==> src/rtl/pwm_slot_pkg.sv <==
package pwm_slot_pkg;

  localparam int SLOT_W = 3;
  typedef logic [SLOT_W-1:0] slot_t;

  // Position values reached after the k-th tick of a slot is k.
  // An event "at tick k" is decoded as a tick while the position is k-1.
  localparam slot_t POS_SAMPLE = slot_t'(1);  // 2nd tick
  localparam slot_t POS_CHECK  = slot_t'(3);  // 4th tick
  localparam slot_t POS_SYNC   = slot_t'(5);  // 6th tick
  localparam slot_t POS_DRVEND = slot_t'(3);  // drive released once 3rd tick passed
  localparam slot_t POS_LAST   = slot_t'((1 << SLOT_W) - 1);

  localparam int IDLE_TICKS = 4;

  function automatic slot_t bin2gray(input slot_t b);
    return b ^ (b >> 1);
  endfunction

  function automatic slot_t gray2bin(input slot_t g);
    slot_t b;
    b[SLOT_W-1] = g[SLOT_W-1];
    for (int i = SLOT_W - 2; i >= 0; i--) b[i] = b[i+1] ^ g[i];
    return b;
  endfunction

endpackage

==> src/rtl/pwm_tick_gen.sv <==
module pwm_tick_gen #(
  parameter int TICK_DIV = 4
) (
  input  logic clk,
  input  logic rst_n,
  input  logic run,
  input  logic restart,
  output logic tick
);
  localparam int DW = (TICK_DIV > 1) ? $clog2(TICK_DIV) : 1;
  localparam logic [DW-1:0] DIV_LAST = DW'(TICK_DIV - 1);

  logic [DW-1:0] div_q;

  always_ff @(posedge clk) begin
    if (!rst_n)                  div_q <= '0;
    else if (restart || !run)    div_q <= '0;
    else if (div_q == DIV_LAST)  div_q <= '0;
    else                         div_q <= div_q + 1'b1;
  end

  assign tick = run && !restart && (div_q == DIV_LAST);
endmodule

==> src/rtl/pwm_gate.sv <==
module pwm_gate #(
  parameter int IDLE_TICKS = 4
) (
  input  logic clk,
  input  logic rst_n,
  input  logic line,
  input  logic fall,
  input  logic tick,
  output logic run
);
  localparam int HW = $clog2(IDLE_TICKS + 1);
  localparam logic [HW-1:0] HI_LAST = HW'(IDLE_TICKS - 1);

  logic          run_q;
  logic [HW-1:0] hi_q;

  always_ff @(posedge clk) begin
    if (!rst_n) begin
      run_q <= 1'b0;
      hi_q  <= '0;
    end else if (fall) begin
      run_q <= 1'b1;
      hi_q  <= '0;
    end else if (run_q && tick) begin
      if (!line) begin
        hi_q <= '0;
      end else if (hi_q == HI_LAST) begin
        run_q <= 1'b0;
        hi_q  <= '0;
      end else begin
        hi_q <= hi_q + 1'b1;
      end
    end
  end

  assign run = run_q;
endmodule

==> src/rtl/pwm_slot_seq.sv <==
module pwm_slot_seq
  import pwm_slot_pkg::*;
(
  input  logic  clk,
  input  logic  rst_n,
  input  logic  restart,
  input  logic  tick,
  output slot_t slot_gray,
  output logic  ev_sample,
  output logic  ev_check,
  output logic  ev_sync_pt
);
  slot_t g_q;
  slot_t pos;

  assign pos = gray2bin(g_q);

  always_ff @(posedge clk) begin
    if (!rst_n)                          g_q <= '0;
    else if (restart)                    g_q <= '0;
    else if (tick && (pos != POS_LAST))  g_q <= bin2gray(pos + slot_t'(1));
  end

  assign slot_gray  = g_q;
  assign ev_sample  = tick && (pos == POS_SAMPLE);
  assign ev_check   = tick && (pos == POS_CHECK);
  assign ev_sync_pt = tick && (pos == POS_SYNC);
endmodule

==> src/rtl/pwm_slot_slave.sv <==
module pwm_slot_slave
  import pwm_slot_pkg::*;
#(
  parameter int TICK_DIV = 4
) (
  input  logic clk,
  input  logic rst_n,
  input  logic line_in,
  input  logic tx_en,
  input  logic tx_bit,
  output logic drv_low,
  output logic busy,
  output logic rx_bit,
  output logic rx_valid,
  output logic sync_pulse
);
  logic  line_q;
  logic  ev_fall;
  logic  run;
  logic  tick;
  slot_t slot_gray;
  logic  ev_sample, ev_check, ev_sync_pt;
  logic  drv_win;
  logic  tx_zero_q;
  logic  samp_q;
  logic  rx_bit_q, rx_valid_q, sync_q;

  always_ff @(posedge clk) begin
    if (!rst_n) line_q <= 1'b1;
    else        line_q <= line_in;
  end

  assign ev_fall = line_q && !line_in;

  pwm_gate #(.IDLE_TICKS(IDLE_TICKS)) u_gate (
    .clk(clk), .rst_n(rst_n), .line(line_in), .fall(ev_fall), .tick(tick), .run(run)
  );

  pwm_tick_gen #(.TICK_DIV(TICK_DIV)) u_tick (
    .clk(clk), .rst_n(rst_n), .run(run), .restart(ev_fall), .tick(tick)
  );

  pwm_slot_seq u_seq (
    .clk(clk), .rst_n(rst_n), .restart(ev_fall), .tick(tick),
    .slot_gray(slot_gray), .ev_sample(ev_sample), .ev_check(ev_check),
    .ev_sync_pt(ev_sync_pt)
  );

  // Window covers positions 0..2; the Gray code keeps the decode glitch-free.
  assign drv_win = (gray2bin(slot_gray) < POS_DRVEND);

  always_ff @(posedge clk) begin
    if (!rst_n) begin
      tx_zero_q  <= 1'b0;
      samp_q     <= 1'b0;
      rx_bit_q   <= 1'b0;
      rx_valid_q <= 1'b0;
      sync_q     <= 1'b0;
    end else begin
      rx_valid_q <= 1'b0;
      sync_q     <= 1'b0;
      if (ev_fall) tx_zero_q <= tx_en && !tx_bit;
      if (ev_sample) samp_q <= line_in;
      if (ev_check && line_in) begin
        rx_valid_q <= 1'b1;
        rx_bit_q   <= samp_q;
      end
      if (ev_sync_pt && !line_in) begin
        sync_q   <= 1'b1;
        samp_q   <= 1'b0;
        rx_bit_q <= 1'b0;
      end
    end
  end

  assign drv_low    = run && tx_zero_q && drv_win;
  assign busy       = run;
  assign rx_bit     = rx_bit_q;
  assign rx_valid   = rx_valid_q;
  assign sync_pulse = sync_q;
endmodule

==> config.mk <==
export PLATFORM = sky130hd
export DESIGN_NAME = pwm_slot_slave
export DESIGN_NICKNAME = d
export VERILOG_FILES = /design/src/rtl/pwm_slot_pkg.sv /design/src/rtl/pwm_tick_gen.sv /design/src/rtl/pwm_gate.sv /design/src/rtl/pwm_slot_seq.sv /design/src/rtl/pwm_slot_slave.sv
export SDC_FILE = /design/constraint.sdc
export NUM_CORES = 1
export LEC_CHECK = 0
export ABC_AREA = 1
export BUFFER_PORTS_ARGS = -buffer_cell sky130_fd_sc_hd__buf_2
export CAP_MARGIN = 40
export CORE_UTILIZATION = 30
export CTS_BUF_LIST = sky130_fd_sc_hd__clkbuf_8
export DETAILED_ROUTE_END_ITERATION = 8
export HOLD_SLACK_MARGIN = 0.08
export SLEW_MARGIN = 20
export SYNTH_ARGS = -nofsm -noshare
export SYNTH_HDL_FRONTEND = slang
export SYNTH_SLANG_ARGS = --single-unit
==> constraint.sdc <==
create_clock -name clk -period 1.33 [get_ports clk]
set_input_delay 0.1995 -clock clk [delete_from_list [all_inputs] [get_ports clk]]
set_output_delay 0.1995 -clock clk [all_outputs]
set_load 0.01 [all_outputs]
# After elaboration in Yosys (flattened, before gate mapping)
# Cells that the tools add are included.
# W data, S select, Z words.
# totals
in_bits	5
output_inout_bits	5
ff_bits	15
# classes
mux	8
reduce_logical	25
n_eq_ne	6
addsub	3
bitwise	4
order_cmp	1
# op_table
operator	n
$logic_and A1 B1 Y1	13
$add A3 B1 Y3 const B	2
$eq A3 B2 Y1 const B	2
$mux W1	6
$mux W3	2
$reduce_bool A2 Y1	3
$logic_not A1 Y1	4
$reduce_or A2 Y1	2
$eq A3 B1 Y1 const B	1
$eq A3 B3 Y1 const B	1
$lt A3 B2 Y1 const B	1
$ne A3 B3 Y1 const B	1
$reduce_and A3 Y1	1
$reduce_or A3 Y1	1
$xor A3 B2 Y3	1
$add A2 B1 Y2 const B	1
$eq A2 B2 Y1 const B	1
$xor A1 B1 Y1	2
$logic_or A1 B1 Y1	1
$not A1 Y1	1

# Depth between registers and ports, before layout
# Gate-level depths: netlist of run 1.
# logic_depth
word_depth	8
depth_mapped	9

# By module
# From an unflattened synthesis of run 1, not the netlist that was laid out.
# unflattened
hier_cells	104
hier_area_um2	706.9
# by_module_without_submodules
module	cells_each	instances	area_each_um2	seq_area_each_um2
pwm_slot_slave	41	1	269.0	120.1
pwm_gate	27	1	202.7	80.1
pwm_slot_seq	24	1	145.1	60.1
pwm_tick_gen	12	1	90.1	40.0

# Worst setup path after synthesis of run 1
# No wires, ideal clock.
# synth_path
kind	flip-flop to output port
startpoint	reg with a tool-made name
endpoint	out drv_low
path_stages_with_launch	7
setup_slack_ns	-0.122
arrival_ns	1.253
n_path_buf	0
path_cell_list	dfxtp_1 -> inv_1 -> ha_1 -> inv_1 -> ha_1 -> inv_1 -> a21oi_1
# synth_rtl
item	line_no	source
end: declaration	pwm_slot_slave.sv:11	output logic drv_low,

==> flow_summary_export.csv, run 1 <==
group,metric,value,unit
placed_design,dp_cells,131,
yosys,synth_seq_cells,15,
yosys,syn_nets,102,
floorplan,core_area,2230,sq um
pwr,finalPower,0.000862,W
pwr,internal_power,0.000677,W
sta,layout_setup_ws,-287,ps
placed_design,place_congestion,0.790,
sta,setup_viol,2,
worst_setup_path,crit_type,"flop to output port",
worst_setup_path,crit_arrival,1420,ps
sta,worst_slew_pin_slew,211,ps
route,wl_per_cell,9.93,um
yosys,synth_top_area_cell,"dfxtp_1",
yosys,netlist-cell-type-count,20,
sta,clock-skew-final,1.14,ps
pwr,p_sw,0.000186,W
clock_tree,clock_sinks,15,
grt,antenna_found_initial,0,
finish,finalNonFillerCells,137,
min_path,hold_class,"primary input to flop",
pwr,p_sw_share,21.5,%
sta,rsz0062_at_grt,"yes",
route,ant_nets,0,
yosys,syn_area,718,sq um
job,max_cap_violations,0,
finish,drive_gt1_share,34.9,%
clock_tree,clock_latency,240,ps
clock_tree,clkTransAtPathRegs,60,ps
route,dr.pass1.iters,4,
route,drt_iter0_markers,11,
yosys,synth_top_cells_by_area,"dfxtp_1, ha_1, nand2_1",
floorplan,pin_count,10,
clock_tree,root_buffer,"clkbuf_8",
yosys,synth_top_area_share,41.8,%
finish,postLayoutCoreUtil,42.0,%
finish,multi_input_area,424,sq um
floorplan,die_h,50.9,um
worst_setup_path,end_kind,"output port",
sta,hold_violations,0,
outcome,violations,"negative setup slack",
placed_design,portBuffers,9,
clock_tree,cts_buffers,3,
finish,diodes,0,
yosys,postSynthAreaPerCell,7.81,sq um
grt,grt_max_degree,9,
pwr,powerDensity,920,nW/um^2
worst_setup_path,path_max_fanout,2,
route,post_drt_via_cell_ratio,4.49,
sta,slew_viol_final,0,
sta,min_period,1620,ps
floorplan,die-area,2590,sq um
sta,fmax,618,MHz
pwr,pwr-share-clk,40.6,%
yosys,synth_cells,92,
grt,grtUsageTotal,12.5,%
pwr,p_leak,0.443,nW
sta,fin_crit_sh,122,%
placed_design,dp_hpwl,1030,um
yosys,yosysWarnings,0,
grt,grt_overflow_total,0,
clock_tree,cts_buffer_depth,2,
pwr,comb_power_share,5.8,%
grt,grt_pass1_wl,2450,um
clock_tree,cts_tree,"done",
route,finalWirelength,1360,um
worst_setup_path,cp-start-kind,"flop",
finish,nFillCells,237,
clock_tree,htree_levels,1,
route,dr_total_vias,615,
floorplan,rows,17,
route,drcViolationCount,0,
outcome,outcome,"finished with violations",
pwr,seqPwrFrac,53.6,%
grt,grt_pass1_vias,603,
finish,final_nets,120,
finish,seqCellArea,303,sq um
worst_setup_path,required,1130,ps
floorplan,start_util,32.2,%
finish,area_growth,30.5,%
yosys,seq_area_frac_synth,41.8,%
pwr,ir_drop,491,uV
min_path,min_path_cells,2,
floorplan,die_x,50.9,um
sta,relSlewSlack,85.9,%
worst_setup_path,worst_r2r_path_depth,9,
## Yosys cell counts, drive strengths merged
cell type,number
o31ai,1
nand2,18
and3,1
nor3,2
ha,5
dfxtp,15
o21ai,4
nand4,2
nand3,6
nand3b,2
nor2,18
inv,14
a21oi,4
## placed cells by master (no fill, tap or decap), drive strengths merged
cell	instances
nand3	6
nand2	18
buf	13
nor2	18
ha	5
and3	1
clkbuf	3
nand3b	2
o21ai	4
a21oi	4
inv	15
dfxtp	15
nor3	2
nand4	2
o31ai	1
## cell families (layout without fill, tap and decap cells)
| logic type | Yosys count | count (layout) | synth area share (%) |
|---|---|---|---|
| and+or+nand+nor | 49 | 49 | 35.5 |
| adders and majority gates | 5 | 5 | 8.71 |
| DFF | 15 | 15 | 41.8 |
| buffers and inverters | 14 | 31 | 7.32 |
| AOI/OAI and AO/OA | 9 | 9 | 6.62 |
## worst max-delay path: stages (launching register included)
cell     delay [ps]
dfxtp_2         340
inv_2            50
ha_4            270
inv_4            30
ha_4            240
inv_2            30
a21oi_2          90
buf_2           130
## metal layers
layer	global-route usage, %	share of wire (%)
met1	14.7	46
met2	21.7	51
met3	2.68	2.9
met4	5.56	0.44
met5	0	0
## power groups by stage
stage | logic, W | clock network (W) | registers [W]
floorplan | 0.0000293 | 0 | 0.000472
global route | 0.0000568 | 0.000382 | 0.000463
CTS | 0.0000497 | 0.000363 | 0.000463
finish | 0.0000498 | 0.000350 | 0.000463
detailed placement | 0.0000494 | 0 | 0.000472
global placement | 0.0000490 | 0 | 0.000472
## stage by stage
| step | cell area [sq um] | setup slack (ps) | hold slack, ps | TNS [ps] |
|---|---|---|---|---|
| 2_1_floorplan | 736 | 14.1 | 268 | 0 |
| 3_3_place_gp | 831 | -29.0 | 386 | -60.4 |
| 3_5_place_dp | 831 | -53.0 | 395 | -137 |
| 4_1_cts | 896 | -307 | 136 | -316 |
| 5_1_grt | 937 | -332 | 152 | -568 |
| 6_report | 937 | -287 | 139 | -311 |
## layout make-up
cell class	count	area share, %
Inverter	14	5.87
Clock inverter	1	0.401
Multi-Input combinational cell	63	45.3
Timing Repair Buffer	13	8.01
Tap cell	28	3.74
Clock buffer	3	4.41
Sequential cell	15	32.3
## timing repair
item                                   4_1_cts  5_1_grt
endpoints found under the hold margin        0        0
buffers inserted                             1        1
setup endpoints to repair                    4        5
resized for setup                            3        9
pin swaps                                    4       10
hold buffers                                 0        0
## worst paths after layout
kind	start	to	slack [ps]
setup / recovery	flop	drv_low	-290
hold / removal	tx_bit	tx_zero_q	140
setup reg to reg	flop	flop	-20
hold reg to reg	u_tick.div_q[0]	u_tick.div_q[0]	420
Note: power is estimated with default switching activity, not from simulation.
==> run 2, diff against run 1 <==
--- a/config.mk
+++ b/config.mk
@@ -15,4 +15,5 @@
 export SLEW_MARGIN = 20
 export SYNTH_ARGS = -nofsm -noshare
 export SYNTH_HDL_FRONTEND = slang
+export SYNTH_HIERARCHICAL = 1
 export SYNTH_SLANG_ARGS = --single-unit
==> flow_summary_export.csv, run 2 <==
group,metric,value,unit
outcome,outcome,"finished with violations",
outcome,violations,"negative setup slack",
yosys,synthAdderAreaFrac,5.31,%
yosys,synth_seq_cells,15,
yosys,synth-compound-area-share,7.96,%
route,drt_iter0_markers,12,
finish,seqCellArea,312,sq um
clock_tree,root_buffer,"clkbuf_8",
clock_tree,clkTransAtPathRegs,60,ps
job,max_cap_violations,0,
floorplan,core_area,2210,sq um
clock_tree,clock_sinks,15,
worst_setup_path,worstPathCellList,"inv_2 -> ha_4 -> inv_2 -> nand2_2 -> nand3_2 -> nand2_1 -> inv_1 -> buf_2",
clock_tree,cts_tree,"done",
floorplan,start_util,32.0,%
yosys,yosysWarnings,6,
yosys,synth_top_family_by_area,"simple AND/OR/NAND/NOR gates",
route,finalWirelength,1330,um
yosys,postSynthAreaPerCell,6.80,sq um
finish,diodes,0,
grt,grt_pass1_wl,2400,um
sta,fin_crit_sh,107,%
finish,finalNonFillerCells,155,
worst_setup_path,reg2reg_from,"u_tick/div_q[0]",
pwr,p_leak,0.461,nW
route,dr.pass1.iters,4,
yosys,seq_area_frac_synth,42.5,%
worst_setup_path,crit_type,"flop to output port",
clock_tree,cts_buffers,3,
clock_tree,clock_latency,250,ps
yosys,synth_cells,104,
yosys,synth_top_area_cell,"dfxtp_1",
worst_setup_path,crit_arrival,1220,ps
placed_design,place_congestion,0.749,
finish,drive_gt1_share,34.6,%
sta,slew_viol_final,0,
yosys,synth_flop_cell,"dfxtp_1",
pwr,powerDensity,908,nW/um^2
grt,grt_pass1_vias,617,
clock_tree,htree_levels,1,
yosys,yosysMostFrequentCell,"inv_1",
worst_setup_path,required,1130,ps
min_path,min_path_cells,3,
yosys,ys_top_cells_by_count,"inv_1, nand2_1, nor2_1, dfxtp_1, nand3_1",
worst_setup_path,path_buf_inv,4,
yosys,synthArstFlopShare,0,%
floorplan,rows,17,
finish,final_nets,136,
sta,fmax,703,MHz
sta,setup_viol,3,
finish,post-route-cell-area,985,sq um
worst_setup_path,slowest_delay,330,ps
worst_setup_path,slowest_stage,"dfxtp_2",
sta,hold_violations,0,
grt,grt_overflow_total,0,
sta,timing.hold.ws,174,ps
sta,relSlewSlack,83.5,%
finish,mostFrequentLayoutCells,"inv_1, nand2_1, nor2_1, dfxtp_1",
worst_setup_path,worst-r2r-setup-slack,-20,ps
floorplan,die_x,50.5,um
sta,worst_slew_pin_slew,247,ps
grt,grtUsageTotal,13.0,%
yosys,synth-xor-area-share,0,%
floorplan,die-area,2550,sq um
worst_setup_path,worst_r2r_path_depth,7,
worst_setup_path,cp-start-kind,"flop",
floorplan,pin_count,10,
worst_setup_path,end_kind,"output port",
sta,clock-skew-final,0.898,ps
placed_design,dp_slack,14.8,ps
grt,antenna_found_initial,0,
sta,min_period,1420,ps
placed_design,dp_cells,148,
finish,area_growth,39.3,%
yosys,synthMuxAreaShare,0,%
grt,grt_max_degree,10,
route,ant_nets,0,
placed_design,placed_cell_area,870,sq um
min_path,hold_class,"primary input to flop",
finish,nFillCells,228,
clock_tree,hold_buffers,0,
worst_setup_path,critPathMostFrequentCell,"inv_2",
yosys,syn_nets,112,
min_path,hold_path_end,"line_q",
worst_setup_path,path_max_fanout,2,
worst_setup_path,worstReg2RegEnd,"samp_q",
yosys,synth_top_cells_by_area,"dfxtp_1, inv_1, nand2_1",
sta,layout_setup_ws,-91.5,ps
yosys,synth-edff-count,0,
route,dr_total_vias,662,
floorplan,die_h,50.5,um
min_path,hold_path_startpoint,"line_in",
placed_design,dp_hpwl,980,um
yosys,synth_top_area_share,42.5,%
yosys,synth_simple_gate_area_share,31.0,%
yosys,syn_area,707,sq um
worst_setup_path,critical_path.top_delay_family,"flip-flops",
placed_design,portBuffers,9,
clock_tree,cts_buffer_depth,2,
sta,setup_tns,-123,ps
pwr,ir_drop,623,uV
route,drcViolationCount,0,
finish,multi_input_area,375,sq um
route,post_drt_via_cell_ratio,4.27,
yosys,netlist-cell-type-count,14,
route,wl_per_cell,8.56,um
sta,rsz0062_at_grt,"yes",
run 2: cell count changes in the layout (fill, tap and decap cells not counted), sizes merged, moves of 3 or more:
cell	delta
nand3	+3
inv	+11
nand2	+5
a21oi	+3
buf	+6
run 2: how the worst max path moves through the flow:
stage          depth (start not counted)  slack (ps)      end
2_1_floorplan                          7          -3   rx_bit
3_3_place_gp                           7          60   samp_q
3_5_place_dp                           7          10   rx_bit
4_1_cts                                8        -110  drv_low
5_1_grt                                8        -190  drv_low
6_report                               8         -90  drv_low
run 2: worst register-to-register path, stage by stage (launching register included):
cell and delay, ps:
dfxtp_2 340, ha_4 130, nor3b_4 260, nand2_1 130, nor2_1 110, inv_1 70, o21ai_2 140, a21oi_1 50
run 2: timing repair:
item | CTS | global route
resized for setup | 7 | 7
setup endpoints to repair | 3 | 6
buffers inserted | 3 | 0
hold endpoints to repair | 0 | 0
pin swaps | 4 | 3
run 2: through the flow:
stage	utilization, %	total power [W]
floorplan	-	0.000509
global placement	39.3	0.000541
detailed placement	39.3	0.000542
CTS	43.3	0.000909
global route	44.5	0.000948
finish	44.5	0.000894
run 2: kinds of logic after synthesis:
family	Yosys count
simple gates	51
buf+inv	25
fa+ha+maj	3
compound gates	10
flops	15
run 2: per-layer routing:
layer  share of wire [%]  routed length (um)  track usage, %
met1                  50                 662            14.7
met5                   0                   0               0
met3                 3.7                  49            7.27
met2                  46                 604            20.2
met4                0.75                  10            5.09
run 2: cell type report:
cell class	instances	area share (%)
well taps	28	3.56
clock inverters	1	0.381
flip-flops and latches	15	31.6
repair buffers	19	12.6
inverters	25	9.53
clock buffers	3	4.19
multi-input cells	64	38.1
run 2: power by group:
group / total (W) / switching (W) / internal, W / leakage [nW]
sequential: 0.000459 / 0.00000439 / 0.000455 / 0.125
clock: 0.000362 / 0.000158 / 0.000204 / 0.0269
combinational: 0.0000724 / 0.0000424 / 0.0000300 / 0.310
